File: config.mk
export PLATFORM = sky130hd
export DESIGN_NAME = dbg_ahb_bridge
export DESIGN_NICKNAME = d
export VERILOG_FILES = /design/src/rtl/dbgab_pkg.sv /design/src/rtl/dbgab_regs.sv /design/src/rtl/dbgab_xfer.sv /design/src/rtl/dbg_ahb_bridge.sv
export SDC_FILE = /design/constraint.sdc
export NUM_CORES = 1
export LEC_CHECK = 0
export ABC_AREA = 1
export BUFFER_PORTS_ARGS = -buffer_cell sky130_fd_sc_hd__clkbuf_2
export CORE_ASPECT_RATIO = 1.4
export CORE_MARGIN = 2
export CORE_UTILIZATION = 44
export CTS_BUF_LIST = sky130_fd_sc_hd__clkbuf_4 sky130_fd_sc_hd__clkbuf_8
export DETAILED_ROUTE_END_ITERATION = 12
export GPL_TIMING_DRIVEN = 1
export PLACE_DENSITY = 0.66
export SYNTH_ARGS = -nofsm -noshare
export SYNTH_HDL_FRONTEND = slang
export SYNTH_SLANG_ARGS = --single-unit
File: constraint.sdc
create_clock -name clk -period 2.59 [get_ports clk]
set_clock_uncertainty 0.1 [all_clocks]
set_input_delay 0.518 -clock clk [delete_from_list [all_inputs] [get_ports clk]]
set_output_delay 0.518 -clock clk [all_outputs]
set_load 0.1 [all_outputs]
File: src/rtl/dbgab_pkg.sv
package dbgab_pkg;

    localparam int unsigned BUS_W = 32;

    localparam logic [7:0] OFS_CSW  = 8'h00;
    localparam logic [7:0] OFS_TAR  = 8'h04;
    localparam logic [7:0] OFS_DATA = 8'h0C;
    localparam logic [7:0] OFS_ROM  = 8'hF8;
    localparam logic [7:0] OFS_ID   = 8'hFC;

    localparam logic [1:0] HT_IDLE   = 2'b00;
    localparam logic [1:0] HT_NONSEQ = 2'b10;
    localparam logic [2:0] HB_SINGLE = 3'b000;
    localparam logic [2:0] SZ_MAX    = 3'b010;

    typedef enum logic [1:0] {
        INC_OFF    = 2'b00,
        INC_SINGLE = 2'b01,
        INC_PACKED = 2'b10,
        INC_RSVD   = 2'b11
    } inc_e;

    typedef enum logic [1:0] {
        ST_IDLE,
        ST_ADDR,
        ST_DATA,
        ST_RESP
    } xfer_st_e;

    typedef struct packed {
        logic       mtype;
        logic       priv;
        logic [3:0] mode;
        inc_e       inc;
        logic       err;
        logic [2:0] size;
    } ctl_t;

    // Byte/halfword placement on the write lanes.
    function automatic logic [BUS_W-1:0] place_lanes(input logic [BUS_W-1:0] d,
                                                     input logic [1:0] a,
                                                     input logic [2:0] sz);
        logic [BUS_W-1:0] r;
        case (sz)
            3'b000:  r = {24'b0, d[7:0]} << {a, 3'b000};
            3'b001:  r = {16'b0, d[15:0]} << {a[1], 4'b0000};
            default: r = d;
        endcase
        return r;
    endfunction

    // Right-aligned extraction from the read lanes.
    function automatic logic [BUS_W-1:0] pick_lanes(input logic [BUS_W-1:0] d,
                                                    input logic [1:0] a,
                                                    input logic [2:0] sz);
        logic [BUS_W-1:0] s;
        logic [BUS_W-1:0] r;
        case (sz)
            3'b000: begin
                s = d >> {a, 3'b000};
                r = {24'b0, s[7:0]};
            end
            3'b001: begin
                s = d >> {a[1], 4'b0000};
                r = {16'b0, s[15:0]};
            end
            default: begin
                s = d;
                r = s;
            end
        endcase
        return r;
    endfunction

    // Step within the 4 KB page; upper bits are carried unchanged.
    function automatic logic [BUS_W-1:0] page_step(input logic [BUS_W-1:0] a,
                                                   input logic [2:0] sz);
        logic [11:0] inc;
        case (sz)
            3'b000:  inc = 12'd1;
            3'b001:  inc = 12'd2;
            default: inc = 12'd4;
        endcase
        return {a[BUS_W-1:12], a[11:0] + inc};
    endfunction

    function automatic logic [BUS_W-1:0] csw_word(input ctl_t c, input logic busy,
                                                  input logic en);
        return {2'b00, c.mtype, 3'b000, c.priv, 1'b1, 12'h000, c.mode,
                busy, en, c.inc, c.err, c.size};
    endfunction

endpackage

File: src/rtl/dbgab_regs.sv
module dbgab_regs
    import dbgab_pkg::*;
#(
    parameter int          REG_AW   = 8,
    parameter logic [31:0] ROM_WORD = 32'hE00F_F003,
    parameter logic [31:0] ID_WORD  = 32'h2477_0011
) (
    input  logic              clk,
    input  logic              rst,
    input  logic              wr_en,
    input  logic [REG_AW-1:0] addr,
    input  logic [BUS_W-1:0]  wdata,
    input  logic              busy,
    input  logic              dbg_en,
    input  logic              tar_step,
    input  logic              err_set,
    output logic              out_mtype,
    output logic              out_priv,
    output inc_e              out_inc,
    output logic [2:0]        out_size,
    output logic [BUS_W-1:0]  tar,
    output logic [BUS_W-1:0]  rd_plain
);

    ctl_t ctl_q;

    always_ff @(posedge clk) begin
        if (rst) begin
            ctl_q <= '{mtype: 1'b1, priv: 1'b1, mode: 4'h0, inc: INC_OFF,
                       err: 1'b0, size: 3'b000};
            tar   <= '0;
        end else begin
            if (wr_en && addr == REG_AW'(OFS_CSW)) begin
                if (!busy) ctl_q.mtype <= wdata[29];
                ctl_q.priv <= wdata[25];
                ctl_q.mode <= wdata[11:8];
                ctl_q.inc  <= inc_e'(wdata[5:4]);
                ctl_q.size <= wdata[2:0];
                if (wdata[3]) ctl_q.err <= 1'b0;
            end
            if (wr_en && addr == REG_AW'(OFS_TAR)) tar <= wdata;
            if (tar_step) tar <= page_step(tar, ctl_q.size);
            if (err_set) ctl_q.err <= 1'b1;
        end
    end

    always_comb begin
        rd_plain = '0;
        if (addr == REG_AW'(OFS_CSW))      rd_plain = csw_word(ctl_q, busy, dbg_en);
        else if (addr == REG_AW'(OFS_TAR)) rd_plain = tar;
        else if (addr == REG_AW'(OFS_ROM)) rd_plain = ROM_WORD;
        else if (addr == REG_AW'(OFS_ID))  rd_plain = ID_WORD;
    end

    assign out_mtype = ctl_q.mtype;
    assign out_priv  = ctl_q.priv;
    assign out_inc   = ctl_q.inc;
    assign out_size  = ctl_q.size;

endmodule

File: src/rtl/dbgab_xfer.sv
module dbgab_xfer
    import dbgab_pkg::*;
(
    input  logic             clk,
    input  logic             rst,
    input  logic             go,
    input  logic             go_wr,
    input  logic             go_bank,
    input  logic [1:0]       go_idx,
    input  logic [BUS_W-1:0] go_wdata,
    input  logic [BUS_W-1:0] tar,
    input  inc_e             ctl_inc,
    input  logic [2:0]       ctl_size,
    input  logic             dbg_en,
    input  logic             hready,
    input  logic             hresp,
    input  logic [BUS_W-1:0] hrdata,
    output logic [1:0]       htrans,
    output logic [BUS_W-1:0] haddr,
    output logic             hwrite,
    output logic [2:0]       hsize,
    output logic [BUS_W-1:0] hwdata,
    output logic             resp,
    output logic [BUS_W-1:0] rdata,
    output logic             busy,
    output logic             tar_step,
    output logic             err_set
);

    xfer_st_e         st;
    logic [BUS_W-1:0] a_q;
    logic [BUS_W-1:0] wd_q;
    logic             wr_q;
    logic             step_q;
    logic [2:0]       sz_q;
    logic [BUS_W-1:0] op_addr;
    logic             allowed;
    logic             closing;

    assign op_addr = go_bank ? {tar[BUS_W-1:4], go_idx, 2'b00} : tar;
    assign allowed = dbg_en && (ctl_inc != INC_RSVD) && (ctl_size <= SZ_MAX);
    assign closing = (st == ST_DATA) && hready;

    always_ff @(posedge clk) begin
        if (rst) begin
            st     <= ST_IDLE;
            a_q    <= '0;
            wd_q   <= '0;
            wr_q   <= 1'b0;
            step_q <= 1'b0;
            sz_q   <= 3'b000;
            rdata  <= '0;
        end else begin
            case (st)
                ST_IDLE: if (go) begin
                    a_q    <= op_addr;
                    wr_q   <= go_wr;
                    sz_q   <= ctl_size;
                    wd_q   <= place_lanes(go_wdata, op_addr[1:0], ctl_size);
                    step_q <= !go_bank && (ctl_inc == INC_SINGLE || ctl_inc == INC_PACKED);
                    rdata  <= '0;
                    st     <= allowed ? ST_ADDR : ST_RESP;
                end
                ST_ADDR: if (hready) st <= ST_DATA;
                ST_DATA: if (hready) begin
                    st <= ST_RESP;
                    if (!wr_q && !hresp) rdata <= pick_lanes(hrdata, a_q[1:0], sz_q);
                end
                ST_RESP: st <= ST_IDLE;
                default: st <= ST_IDLE;
            endcase
        end
    end

    assign htrans   = (st == ST_ADDR) ? HT_NONSEQ : HT_IDLE;
    assign haddr    = a_q;
    assign hwrite   = wr_q;
    assign hsize    = sz_q;
    assign hwdata   = wd_q;
    assign resp     = (st == ST_RESP);
    assign busy     = (st != ST_IDLE);
    assign tar_step = closing && !hresp && step_q;
    assign err_set  = closing && hresp;

endmodule

File: src/rtl/dbg_ahb_bridge.sv
module dbg_ahb_bridge
    import dbgab_pkg::*;
#(
    parameter int          REG_AW   = 8,
    parameter logic [31:0] ROM_WORD = 32'hE00F_F003,
    parameter logic [31:0] ID_WORD  = 32'h2477_0011
) (
    input  logic              clk,
    input  logic              rst,
    input  logic              dbg_en,
    input  logic              reg_sel,
    input  logic              reg_wr,
    input  logic [REG_AW-1:0] reg_addr,
    input  logic [31:0]       reg_wdata,
    output logic [31:0]       reg_rdata,
    output logic              reg_ready,
    output logic [31:0]       haddr,
    output logic [1:0]        htrans,
    output logic              hwrite,
    output logic [2:0]        hsize,
    output logic [2:0]        hburst,
    output logic [3:0]        hprot,
    output logic              hdebug,
    output logic [31:0]       hwdata,
    input  logic [31:0]       hrdata,
    input  logic              hready,
    input  logic              hresp
);

    logic             is_data;
    logic             is_bank;
    logic             is_drw;
    logic             accept;
    logic             plain_rdy_q;
    logic [BUS_W-1:0] plain_rd_q;
    logic [BUS_W-1:0] rd_plain;
    logic [BUS_W-1:0] tar_w;
    logic [BUS_W-1:0] x_rdata;
    logic             x_busy;
    logic             x_resp;
    logic             tar_step;
    logic             err_set;
    logic             c_mtype;
    logic             c_priv;
    inc_e             c_inc;
    logic [2:0]       c_size;

    assign is_drw  = (reg_addr == REG_AW'(OFS_DATA));
    assign is_bank = ({reg_addr[REG_AW-1:4], reg_addr[1:0]} == {(REG_AW-4)'(1), 2'b00});
    assign is_data = is_drw || is_bank;
    assign accept  = reg_sel && !x_busy && !plain_rdy_q;

    always_ff @(posedge clk) begin
        if (rst) begin
            plain_rdy_q <= 1'b0;
            plain_rd_q  <= '0;
        end else begin
            plain_rdy_q <= accept && !is_data;
            if (accept && !is_data) plain_rd_q <= reg_wr ? '0 : rd_plain;
        end
    end

    dbgab_regs #(
        .REG_AW  (REG_AW),
        .ROM_WORD(ROM_WORD),
        .ID_WORD (ID_WORD)
    ) u_regs (
        .clk      (clk),
        .rst      (rst),
        .wr_en    (accept && reg_wr && !is_data),
        .addr     (reg_addr),
        .wdata    (reg_wdata),
        .busy     (x_busy),
        .dbg_en   (dbg_en),
        .tar_step (tar_step),
        .err_set  (err_set),
        .out_mtype(c_mtype),
        .out_priv (c_priv),
        .out_inc  (c_inc),
        .out_size (c_size),
        .tar      (tar_w),
        .rd_plain (rd_plain)
    );

    dbgab_xfer u_xfer (
        .clk     (clk),
        .rst     (rst),
        .go      (accept && is_data),
        .go_wr   (reg_wr),
        .go_bank (is_bank),
        .go_idx  (reg_addr[3:2]),
        .go_wdata(reg_wdata),
        .tar     (tar_w),
        .ctl_inc (c_inc),
        .ctl_size(c_size),
        .dbg_en  (dbg_en),
        .hready  (hready),
        .hresp   (hresp),
        .hrdata  (hrdata),
        .htrans  (htrans),
        .haddr   (haddr),
        .hwrite  (hwrite),
        .hsize   (hsize),
        .hwdata  (hwdata),
        .resp    (x_resp),
        .rdata   (x_rdata),
        .busy    (x_busy),
        .tar_step(tar_step),
        .err_set (err_set)
    );

    assign reg_ready = plain_rdy_q || x_resp;
    assign reg_rdata = plain_rdy_q ? plain_rd_q : x_rdata;
    assign hburst    = HB_SINGLE;
    assign hprot     = {2'b00, c_priv, 1'b1};
    assign hdebug    = c_mtype;

endmodule

[Yosys cells after proc, flatten, opt, wreduce, memory -nomap -nowiden]
Cells that the tools add are included.
Cells by class
  add/subtract/negate cells: 1
  multiply operators: 0
  div/mod/pow operators: 0
  magnitude comparators: 1
  equal/unequal tests: 17
  shift operators: 4
  muxes and demuxes: 27
  bitwise operators: 2
  reductions and logical operators: 40
Operators by type and width (number)
  32-bit two-way mux: 8
  32-bit one-hot mux with 2 select lines: 3
  12-bit two-way mux: 4
  16-bit by 5-bit left shift with 32-bit output: 1
  8-bit by 5-bit left shift with 32-bit output: 1
  32-bit by 5-bit >> shifter with 16-bit output: 1
  32-bit by 5-bit >> shifter with 8-bit output: 1
  30-bit two-way mux: 1
  8-bit == test (second input constant): 2
  1-bit logical AND: 16
  12-bit adder: 1
  2-bit two-way mux: 5
  2-bit nonzero test: 5
  8-bit by 3-bit == test with 1-bit output (second input constant): 1
  8-bit by 4-bit == test with 1-bit output (second input constant): 1
  8-bit logical NOT: 1
  4-bit two-way mux: 2
  2-bit inequality test (second input constant): 4
  2-bit one-hot mux with 4 select lines: 1
  2-bit AND reduction: 4
  2-bit == test (second input constant): 3
  3-bit by 1-bit == test with 1-bit output (second input constant): 2
  6-bit by 3-bit == test with 1-bit output (second input constant): 1
  1-bit logical NOT: 6
  other kinds (11): 17
Word-level totals
  register bits after elaboration: 180
  bits in latches: 0
  memory bits (writable): 0
  ROM bits: 0
  input port bits: 79
  output and inout port bits: 111
  word-level logic and storage cells: 109
  memories: 0

[Logic depth before layout (Yosys ltp)]
Gate-level depths: netlist (run 1).
  word-level depth: 9
  depth in mapped cells: 16
  mapped depth without buffers: 16

[Cells and area by module]
A second synthesis (run 1) with hierarchy kept.
Unflattened totals
  cells, all modules: 1450
  area total of the unflattened synthesis: 9332.7 µm²
By module, submodules not included
  dbgab_xfer: instances 1, cells each 716, area an instance 4757.1 µm², sequential area each 2062.0 µm²
  dbgab_regs: instances 1, cells each 389, area an instance 2571.2 µm², sequential area each 880.8 µm²
  dbg_ahb_bridge: instances 1, cells each 345, area an instance 2004.4 µm², sequential area each 660.6 µm²

[Least setup slack after synthesis (run 1)]
No wires, ideal clock.
  path type: flip-flop to output port
  start point: reg plain_rdy_q
  end point: out reg_rdata[23]
  data arrival time: 2.779 ns
  data required time: 1.972 ns
  path slack: -0.807 ns
  stages on the path, launching flop included: 4
  path buffers: 2
  path through: dfxtp_1 clkbuf_1 clkbuf_1 o21ai_0
Between the ends
  longest elaborated chain between the ends: 1
RTL lines
  start, declared: line dbg_ahb_bridge.sv:34  | logic plain_rdy_q;
  start signal, assigned: line dbg_ahb_bridge.sv:58  | plain_rdy_q <= accept && !is_data;
  32-bit two-way mux: line dbg_ahb_bridge.sv:113  | assign reg_rdata = plain_rdy_q ? plain_rd_q : x_rdata;
  end, declared: line dbg_ahb_bridge.sv:15  | output logic [31:0] reg_rdata,
Every way passes these cells.

[Worst setup path after layout (run 1)]
  start point: reg plain_rdy_q
  end point: out reg_rdata[27]
The elaborated chain is that of the path after synthesis.

==> results of run 1 <==
through the flow:
stage | setup TNS (ns) | util
CTS | 0 | 0.532
detailed placement | 0 | 0.512
global route | -0.0120 | 0.532
floorplan | -7.66 | -
global placement | 0 | 0.512
finish | 0 | 0.532
worst max path at each step:
stage	startpoint	end
3_5_place_dp	reg_addr[1]	u_xfer.rdata[21]
6_report	plain_rdy_q	reg_rdata[27]
3_3_place_gp	reg_addr[1]	u_xfer.rdata[21]
2_1_floorplan	plain_rdy_q	reg_rdata[0]
4_1_cts	plain_rdy_q	reg_rdata[30]
5_1_grt	u_regs.out_size[2]	u_regs.tar[6]
flip-flops by register name, summed over array words and instances, names as in the netlist:
signal            flops
u_xfer.hwrite         1
u_regs.out_mtype      1
u_regs.out_inc        2
u_regs.tar           32
u_regs.out_size       3
u_xfer.hsize          3
plain_rd_q           32
u_xfer.haddr         32
u_regs.out_priv       1
plain_rdy_q           1
u_xfer.step_q         1
u_xfer.rdata         32
u_regs.ctl_q          5
u_xfer.hwdata        32
u_xfer.st             2
area by class of cell:
class	instances	area (um2)	share of cell area
multi-input cells	1022	4700	0.433
inverters	119	447	0.0411
clock buffers	19	255	0.0235
repair buffers	211	1390	0.128
clock inverters	13	148	0.0136
flip-flops and latches	180	3600	0.332
well taps	256	320	0.0295
kinds of logic (layout without fill, tap and decap cells):
kind of cell    after synthesis  in the layout  share of synthesized area
simple gates                725            725                      0.336
compound gates              279            279                      0.156
buf+inv                     208            362                     0.0947
flops                       180            180                      0.397
fa+ha+maj                    10             10                     0.0146
other cells                   2              7                   0.000827
xor+xnor                      1              1                   0.000965
worst register-to-register path: stages (launching register included):
cell and delay (ns):
dfxtp_1 0.35, nor2_2 0.16, inv_2 0.05, nor2_2 0.10, ha_1 0.22, inv_1 0.07, fa_1 0.35, inv_1 0.08
nand2_1 0.06, nand2_1 0.17, nand2_1 0.09, xor2_1 0.16, nand2_1 0.06, nand2_1 0.05, nand2_1 0.05, a21oi_1 0.06
layout by cell type (no fill, tap or decap), types with 2 or more instances in the layout:
| cell type | instances |
|---|---|
| nand2_1 | 455 |
| dfxtp_1 | 179 |
| clkbuf_2 | 155 |
| a21oi_1 | 136 |
| nor2_1 | 118 |
| o21ai_0 | 108 |
| inv_1 | 107 |
| nand3_1 | 76 |
| nand4_1 | 46 |
| buf_4 | 31 |
| clkbuf_8 | 18 |
| o21ai_2 | 17 |
| buf_12 | 16 |
| inv_2 | 9 |
| ha_1 | 9 |
| nor2_2 | 8 |
| o21ai_1 | 7 |
| conb_1 | 7 |
| o22ai_1 | 6 |
| buf_2 | 6 |
| nor3_1 | 5 |
| nand2_2 | 4 |
| or2_2 | 3 |
| nor2_4 | 3 |
| nand3_2 | 3 |
| clkinv_1 | 3 |
| inv_6 | 3 |
| clkinvlp_4 | 3 |
| clkbuf_4 | 3 |
| a31oi_1 | 2 |
| a211oi_1 | 2 |
| clkinv_2 | 2 |
| bufinv_16 | 2 |
| clkinv_4 | 2 |
timing repair:
| item | in CTS | in global routing |
|---|---|---|
| gates cloned | 0 | 0 |
| setup endpoints to repair | 2 | 10 |
| gates resized for setup | 2 | 9 |
report_power, final:
part           switching [mW]  leakage [nW]  internal [mW]
clock                    1.07         0.198          0.907
combinational            3.02          3.21           1.05
sequential             0.0758          1.46           2.99
routing by layer:
metal,GRT usage,vias to the layer above,share of wire
met5,0,-,0
met2,0.454,333,0.49
met1,0.319,4268,0.42
li1,-,4811,-
met3,0.0483,54,0.061
met4,0.105,0,0.031
==> summary.md, run 1 <==
| Metric | Value |
|---|---|
| Status | complete, no violations |
| Worst R2R End | u_regs.tar[6] |
| Die W | 125 um |
| GR Util All Layers | 0.262 |
| DR vias | 9466 |
| Final worst-path cycle share | 0.956 |
| Vias per cell | 5.20 |
| Clock sink count | 180 |
| Drt wl/cell | 16.0 um |
| CP Buf/Inv Count | 2 |
| Max cap viols | 0 |
| EDFF count, synth | 0 |
| Starting Density | 0.445 |
| Post-CTS setup buffers | 0 |
| Post-Place Cells | 1788 |
| Ys flop type | dfxtp_1 |
| Fin crit period | 2.48 ns |
| FP Rows | 62 |
| H-tree depth | 4 |
| Post-synth cell types | 34 |
| Cell family with most CP delay | buffers and inverters |
| Iter 0 DRT Violations | 645 |
| Syn Inst Count | 1405 |
| Placed Area | 10400 um2 |
| Synth top area share | 0.397 |
| Sequential element share of the synthesized area | 0.397 |
| Die H | 174 um |
| Non-Filler Instances | 1820 |
| Critical path type | reg2out |
| Worst Path Arrival | 1.86 ns |
| Asr flop ratio synth | 0 |
| Crit. path cell count | 4 |
| Register bit count reported by yosys | 180 |
| Hold slack final | 0.171 ns |
| Core area | 20400 um2 |
| Vias in the first global route | 8987 |
| Ys Warns | 0 |
| Crit path cell chain | buf_4 > nand2_1 > o21ai_2 > buf_2 |
| Die area | 21800 um2 |
| PwrDens | 839 nW/um2 |
| Max-slew headroom | 0.388 |
| TritonCTS Buffers | 17 |
| Hold Crit Class | in2reg |
| CP peak stage delay | 0.49 ns |
| Drt pass-1 iters | 7 |
| Design Area, Final | 10900 um2 |
| Leak Pwr | 4.87 nW |
| Setup violators final | 0 |
| Most frequent cells after synthesis | 455 x nand2_1, 180 x dfxtp_1, 136 x a21oi_1 |
| GP Congestion | 0.891 |
| CP Max Fanout | 17 |
| Worst setup SP type | flop |
| Hold buffer count at cts | 0 |
| Area growth, synth to finish | 19.7% |
| Hpwl dp | 21700 um |
| RR Startpoint | u_regs.out_size[2] |
| Final Slew Violations | 0 |
| Critical Path RT | 1.97 ns |
| DRC errors left | 0 |
| CTS tree | built |
| Root Driver | clkbuf_8 |
| Antenna violations before repair | 0 |
| Antenna cells | 0 |
| FF-to-FF path depth | 15 |
| Worst hold start | reg_wdata[18] |
| Global-route wire length before repair | 45900 um |
| VDD IR max | 0.477 mV |
| Clk_lat worst skew | 0.48 ns |
| WHS Endpoint | u_regs.tar[18] |
| Max Freq | 404 MHz |
| Antenna viol nets, final | 0 |
| Place WS | 0.215 ns |
| Fill count | 2116 |
| Syn avg cell area | 6.46 um2 |
| Leading area contributor after synthesis | dfxtp_1 |
| Final WL | 29000 um |
| GRT overflow | 0 |
| Mapped cell area | 9080 um2 |
| Clk slew on worst S/H paths | 0.10 ns |
| Count leader, synth | nand2_1 |
| Crit path capture type | output pin |
| Fin nets | 1640 |
| Worst setup margin | 0.113 ns |
| Clk buf depth | 2 |
| Largest net degree at the start of global routing | 81 |
| Worst R2R Setup Slack | 0.26 ns |
| Top cells by area, synth | dfxtp_1 40%, nand2_1 19%, a21oi_1 7.5%, o21ai_0 7.1%, nor2_1 4.9% |
| Worst Hold Path Cells | 3 |
| Top-Level Pins | 190 |
| Layout cells sized above 1 | 0.189 |
| Worst slew pin tran | 0.918 ns |
| Crit-path slowest cell | dfxtp_2 |
| Power Total | 9.12 mW |
| Buffers on Ports | 182 |
| Final hold vios | 0 |
No activity file was read; power rests on OpenSTA's default activity.
==> run 2, diff against run 1 <==
- PLACE_DENSITY: 0.66 -> 0.62
- clock period: 2.59 -> 2.77 ns (I/O delays scaled with it)
==> run 2 against run 1 <==
First-iteration DRC count shrank 1.4%. Non-clock buffer count shrank 1. Sequential power shrank 7%. Global-route usage grew 0.84 points. Register-to-register slack gained 0.06 ns. Cell area shrank 2.1%. Core utilization shrank 1.1 points. Sequential share of layout area grew 0.73 points. Die area is the same. Critical path depth is the same. Hold slack gained 0.034 ns. Critical endpoint is now reg_rdata[16]. Largest cell class unchanged. Largest power group unchanged. Highest routed layer unchanged.
==> summary.md, run 2 (same netlist as run 1, synthesis figures left out) <==
| Metric | Value |
|---|---|
| Status | complete, no violations |
| Fin crit period | 2.48 ns |
| Hold buffer count at cts | 0 |
| PwrDens | 785 nW/um2 |
| Global-route wire length before repair | 46600 um |
| Crit path capture type | output pin |
| GR Util All Layers | 0.270 |
| Final hold vios | 0 |
| Worst R2R End | u_regs.tar[6] |
| Crit-path slowest cell | clkbuf_2 |
| Antenna viol nets, final | 0 |
| Hold Crit Class | in2reg |
| Critical path type | reg2out |
| Vias in the first global route | 8838 |
| CP Max Fanout | 65 |
| Commonest non-fill, non-tap cell in the layout | nand2_1 |
| Non-Filler Instances | 1819 |
| Fill count | 2201 |
| Worst Hold Path Cells | 3 |
| M3 GR Usage | 0.0496 |
| Worst setup SP type | flop |
| Post-Place Cells | 1787 |
| Final WL | 29900 um |
| RSZ-0062 raised after global routing | no |
| Drt pass-1 iters | 5 |
| Fin nets | 1639 |
| DRC errors left | 0 |
| H-tree depth | 4 |
| FF-to-FF path depth | 15 |
| Die W | 125 um |
| Die area | 21800 um2 |
| Leak Pwr | 4.80 nW |
| TritonCTS Buffers | 17 |
| Post-CTS setup buffers | 0 |
| Buffers on Ports | 182 |
| Met2 usage | 0.471 |
| CP peak stage delay | 0.49 ns |
| GP Congestion | 0.961 |
| GRT overflow | 0 |
| Cell family with most CP delay | buffers and inverters |
| Clk slew on worst S/H paths | 0.11 ns |
| VDD IR max | 0.367 mV |
| Drt wl/cell | 16.4 um |
| Max Freq | 404 MHz |
| Antenna violations before repair | 0 |
| Critical Path RT | 2.12 ns |
| Die H | 174 um |
| Layout cells sized above 1 | 0.177 |
| Worst slew pin tran | 0.910 ns |
| WHS Endpoint | u_regs.tar[18] |
| CTS tree | built |
| Final worst-path cycle share | 0.895 |
| Final Slew Violations | 0 |
| Most frequent cells in the layout | 455 x nand2_1, 179 x dfxtp_1, 165 x clkbuf_2 |
| GR peak layer | met2 |
| Post-CTS Resized | 0 |
| FP Rows | 62 |
| Clk_lat worst skew | 0.49 ns |
| CP Buf/Inv Count | 2 |
| Largest net degree at the start of global routing | 81 |
| Hold slack final | 0.205 ns |
| Worst hold start | reg_wdata[18] |
| Top-Level Pins | 190 |
| Iter 0 DRT Violations | 636 |
| Clk buf depth | 2 |
| Reg area | 3600 um2 |
| RR Startpoint | u_regs.out_size[2] |
| Clock sink count | 180 |
| Starting Density | 0.445 |
| Vias per cell | 5.19 |
| Core area | 20400 um2 |
| Max-slew headroom | 0.393 |
| Hpwl dp | 22400 um |
| Max cap viols | 0 |
| Worst R2R Setup Slack | 0.32 ns |
| Crit path cell chain | buf_12 > nand2_1 > o21ai_0 > clkbuf_2 |
| Antenna cells | 0 |
| Multi-input logic area | 4640 um2 |
| DR vias | 9438 |
| Grt met1 use | 0.320 |
| Area growth, synth to finish | 17.1% |
| Root Driver | clkbuf_8 |
| Setup violators final | 0 |
| Worst Path Arrival | 1.82 ns |
[run 2: cell type report]
cell class / count / share of cell area
Tap cell: 256 / 0.0301
Timing Repair Buffer: 210 / 0.113
Inverter: 119 / 0.0420
Clock inverter: 15 / 0.0173
Multi-Input combinational cell: 1022 / 0.436
Sequential cell: 180 / 0.339
Clock buffer: 17 / 0.0220
[run 2: worst max path at each step]
stage	cells after the start	from	endpoint	slack, ns
after floorplan	3	plain_rdy_q	reg_rdata[23]	-0.66
after global placement	9	reg_addr[1]	u_xfer.rdata[26]	0.26
after detailed placement	9	reg_addr[1]	u_xfer.rdata[26]	0.19
after CTS	15	u_regs.out_size[2]	u_regs.tar[6]	0.23
after global routing	15	u_regs.out_size[2]	u_regs.tar[4]	0.09
final	4	plain_rdy_q	reg_rdata[16]	0.29
[run 2: report_power, final]
part	internal, mW	switching (mW)
registers	2.79	0.0606
clock network	0.693	1.15
logic	0.788	2.86
total	4.28	4.06
[run 2: routing by layer]
layer  share of wire  wire length, um
met1            0.41            12300
met2            0.49            14800
met3           0.051             1540
met4           0.042             1260
met5               0                0
[run 2: worst reg2reg max path, delay by kind of cell, from the launching register on]
| family | cells | cell delay (ns) |
|---|---|---|
| buf+inv | 3 | 0.21 |
| xor+xnor | 1 | 0.15 |
| simple gates | 8 | 0.83 |
| fa+ha+maj | 2 | 0.57 |
| flops | 1 | 0.37 |
| compound gates | 1 | 0.06 |
[run 2: per-stage QoR]
stage | util | setup slack (ns) | cell area (um2) | total power [mW] | setup TNS, ns
after floorplan | - | -0.663 | 9090 | 5.75 | -13.16
after global placement | 0.500 | 0.257 | 10200 | 6.52 | 0
after detailed placement | 0.500 | 0.193 | 10200 | 6.55 | 0
after CTS | 0.521 | 0.233 | 10600 | 8.39 | 0
after global routing | 0.521 | 0.0919 | 10600 | 8.79 | 0
final | 0.521 | 0.292 | 10600 | 8.34 | 0
==> run 3, diff against run 2 <==
- CORE_ASPECT_RATIO: 1.4 -> 1.75
==> run 3 against run 2 <==
Setup slack got worse by 0.14 ns. Non-clock buffer count decreased by 3. Register-to-register slack got worse by 0.02 ns.
==> summary.md, run 3 (same netlist as run 1, synthesis figures left out) <==
| Metric | Value |
|---|---|
| Setup violators final | 0 |
| Clk buf depth | 2 |
| Final TNS setup | 0 ns |
| Power Total | 8.33 mW |
| Final hold vios | 0 |
| Vias per cell | 5.22 |
| Critical Path RT | 2.12 ns |
| Top-Level Pins | 190 |
| Final WL | 29700 um |
| Crit path capture type | output pin |
| Die H | 194 um |
| Final Slew Violations | 0 |
| Post-Place Cells | 1776 |
| Worst setup SP type | flop |
| GR peak layer | met2 |
| Grt met1 use | 0.306 |
| RR Startpoint | u_regs.out_size[1] |
| Design Area, Final | 10600 um2 |
| M3 GR Usage | 0.0438 |
| Leak Pwr | 4.79 nW |
| Antenna violations before repair | 0 |
| Clk_lat worst skew | 0.47 ns |
| Combinational share of power | 0.427 |
| Placed Area | 10200 um2 |
| RSZ-0062 raised after global routing | no |
| Commonest non-fill, non-tap cell in the layout | nand2_1 |
| Worst slew pin tran | 0.916 ns |
| Layout cells sized above 1 | 0.175 |
| Buffers on Ports | 182 |
| Final worst-path cycle share | 0.946 |
| Global-route wire length before repair | 47000 um |
| Status | complete, no violations |
| Non-Filler Instances | 1808 |
| Fin nets | 1636 |
| Switch share | 0.463 |
| FF-to-FF path depth | 15 |
| Vias in the first global route | 9065 |
| GR Util All Layers | 0.269 |
| Crit path to | reg_rdata[10] |
| Drt wl/cell | 16.4 um |
| H-tree depth | 4 |
| CTS tree | built |
| GP Congestion | 0.928 |
| Internal power | 4.47 mW |
| Die W | 113 um |
| Max cap viols | 0 |
| Clock sink count | 180 |
| Post-CTS setup buffers | 0 |
| Area growth, synth to finish | 16.8% |
| Sw Pwr | 3.85 mW |
| Hpwl dp | 22400 um |
| GRT overflow | 0 |
| Antenna viol nets, final | 0 |
| Worst R2R Setup Slack | 0.30 ns |
| Die area | 21800 um2 |
| TritonCTS Buffers | 17 |
| DRC errors left | 0 |
| Antenna cells | 0 |
| Max-slew headroom | 0.389 |
| Critical path type | reg2out |
| FP Rows | 69 |
| Drt pass-1 iters | 5 |
| Most frequent cells in the layout | 455 x nand2_1, 179 x dfxtp_1, 158 x clkbuf_2 |
| Met2 usage | 0.483 |
| Core Util, Final | 0.522 |
| Clk network pwr share | 0.229 |
| Core area | 20300 um2 |
| Clk slew on worst S/H paths | 0.10 ns |
| Worst Path Arrival | 1.97 ns |
| Root Driver | clkbuf_8 |
| Sequential share of power | 0.344 |
| Hold Crit Class | in2reg |
| Largest net degree at the start of global routing | 81 |
| DR vias | 9441 |
| Iter 0 DRT Violations | 534 |
| Fin crit period | 2.62 ns |
| CP Max Fanout | 21 |
| Starting Density | 0.447 |
| PwrDens | 786 nW/um2 |
| Crit path from | plain_rdy_q |
| VDD IR max | 0.466 mV |
| Worst R2R End | u_regs.tar[6] |
| Max Freq | 382 MHz |
[run 3: cell types whose count changed in the layout (fill, tap and decap cells not counted), sizes merged]
cell | before | now
buf | 45 | 49
inv | 122 | 121
clkinv | 12 | 6
bufinv | 0 | 2
clkinvlp | 0 | 1
clkbuf | 182 | 179
[run 3: layout make-up]
| class | count | area [um2] |
|---|---|---|
| fill | 2122 | 9690 |
| multi-input combinational | 1022 | 4640 |
| sequential | 180 | 3600 |
| timing repair buffer | 207 | 1180 |
| inverter | 119 | 447 |
| tap | 248 | 310 |
| clock buffer | 21 | 283 |
| clock inverter | 11 | 138 |
[run 3: how the worst min path moves through the flow]
stage	start	to	slack [ns]	cells past startpoint
2_1_floorplan	u_regs.tar[13]	u_xfer.haddr[13]	0.33	2
3_3_place_gp	plain_rd_q[10]	plain_rd_q[10]	0.35	2
3_5_place_dp	plain_rd_q[10]	plain_rd_q[10]	0.36	2
4_1_cts	reg_wdata[18]	u_regs.tar[18]	0.20	3
5_1_grt	reg_wdata[15]	u_regs.tar[15]	0.22	3
6_report	reg_wdata[21]	u_regs.tar[21]	0.22	3
[run 3: per-stage QoR]
step / hold WS [ns] / setup slack, ns
6_report: 0.222 / 0.151
5_1_grt: 0.222 / 0.00427
4_1_cts: 0.201 / 0.0957
3_5_place_dp: 0.356 / 0.305
3_3_place_gp: 0.354 / 0.327
2_1_floorplan: 0.334 / -0.663
[run 3: power groups by stage]
stage / Combinational (mW) / Sequential, mW / Clock, mW
after floorplan: 2.77 / 2.98 / 0
after global placement: 3.52 / 2.92 / 0
after detailed placement: 3.56 / 2.93 / 0
after CTS: 3.57 / 2.87 / 1.95
after global routing: 3.87 / 2.89 / 2.04
final: 3.55 / 2.87 / 1.91
[run 3: critical path, stage by stage (launching register included)]
cell and delay (ns):
dfxtp_2 0.55, buf_4 0.31, nand2_1 0.09, o21ai_1 0.10
buf_2 0.45
[run 3: per-layer routing]
layer | up-vias | routed length (um) | part of all wire
li1 | 4798 | - | -
met1 | 4281 | 11600 | 0.39
met2 | 294 | 15400 | 0.52
met3 | 68 | 1400 | 0.047
met4 | 0 | 1280 | 0.043
met5 | - | 0 | 0
[run 3: timing repair]
item	in CTS	in global routing
setup endpoints to repair	0	2
endpoints found under the hold margin	0	0
hold buffers	0	0
gates resized for setup	0	2
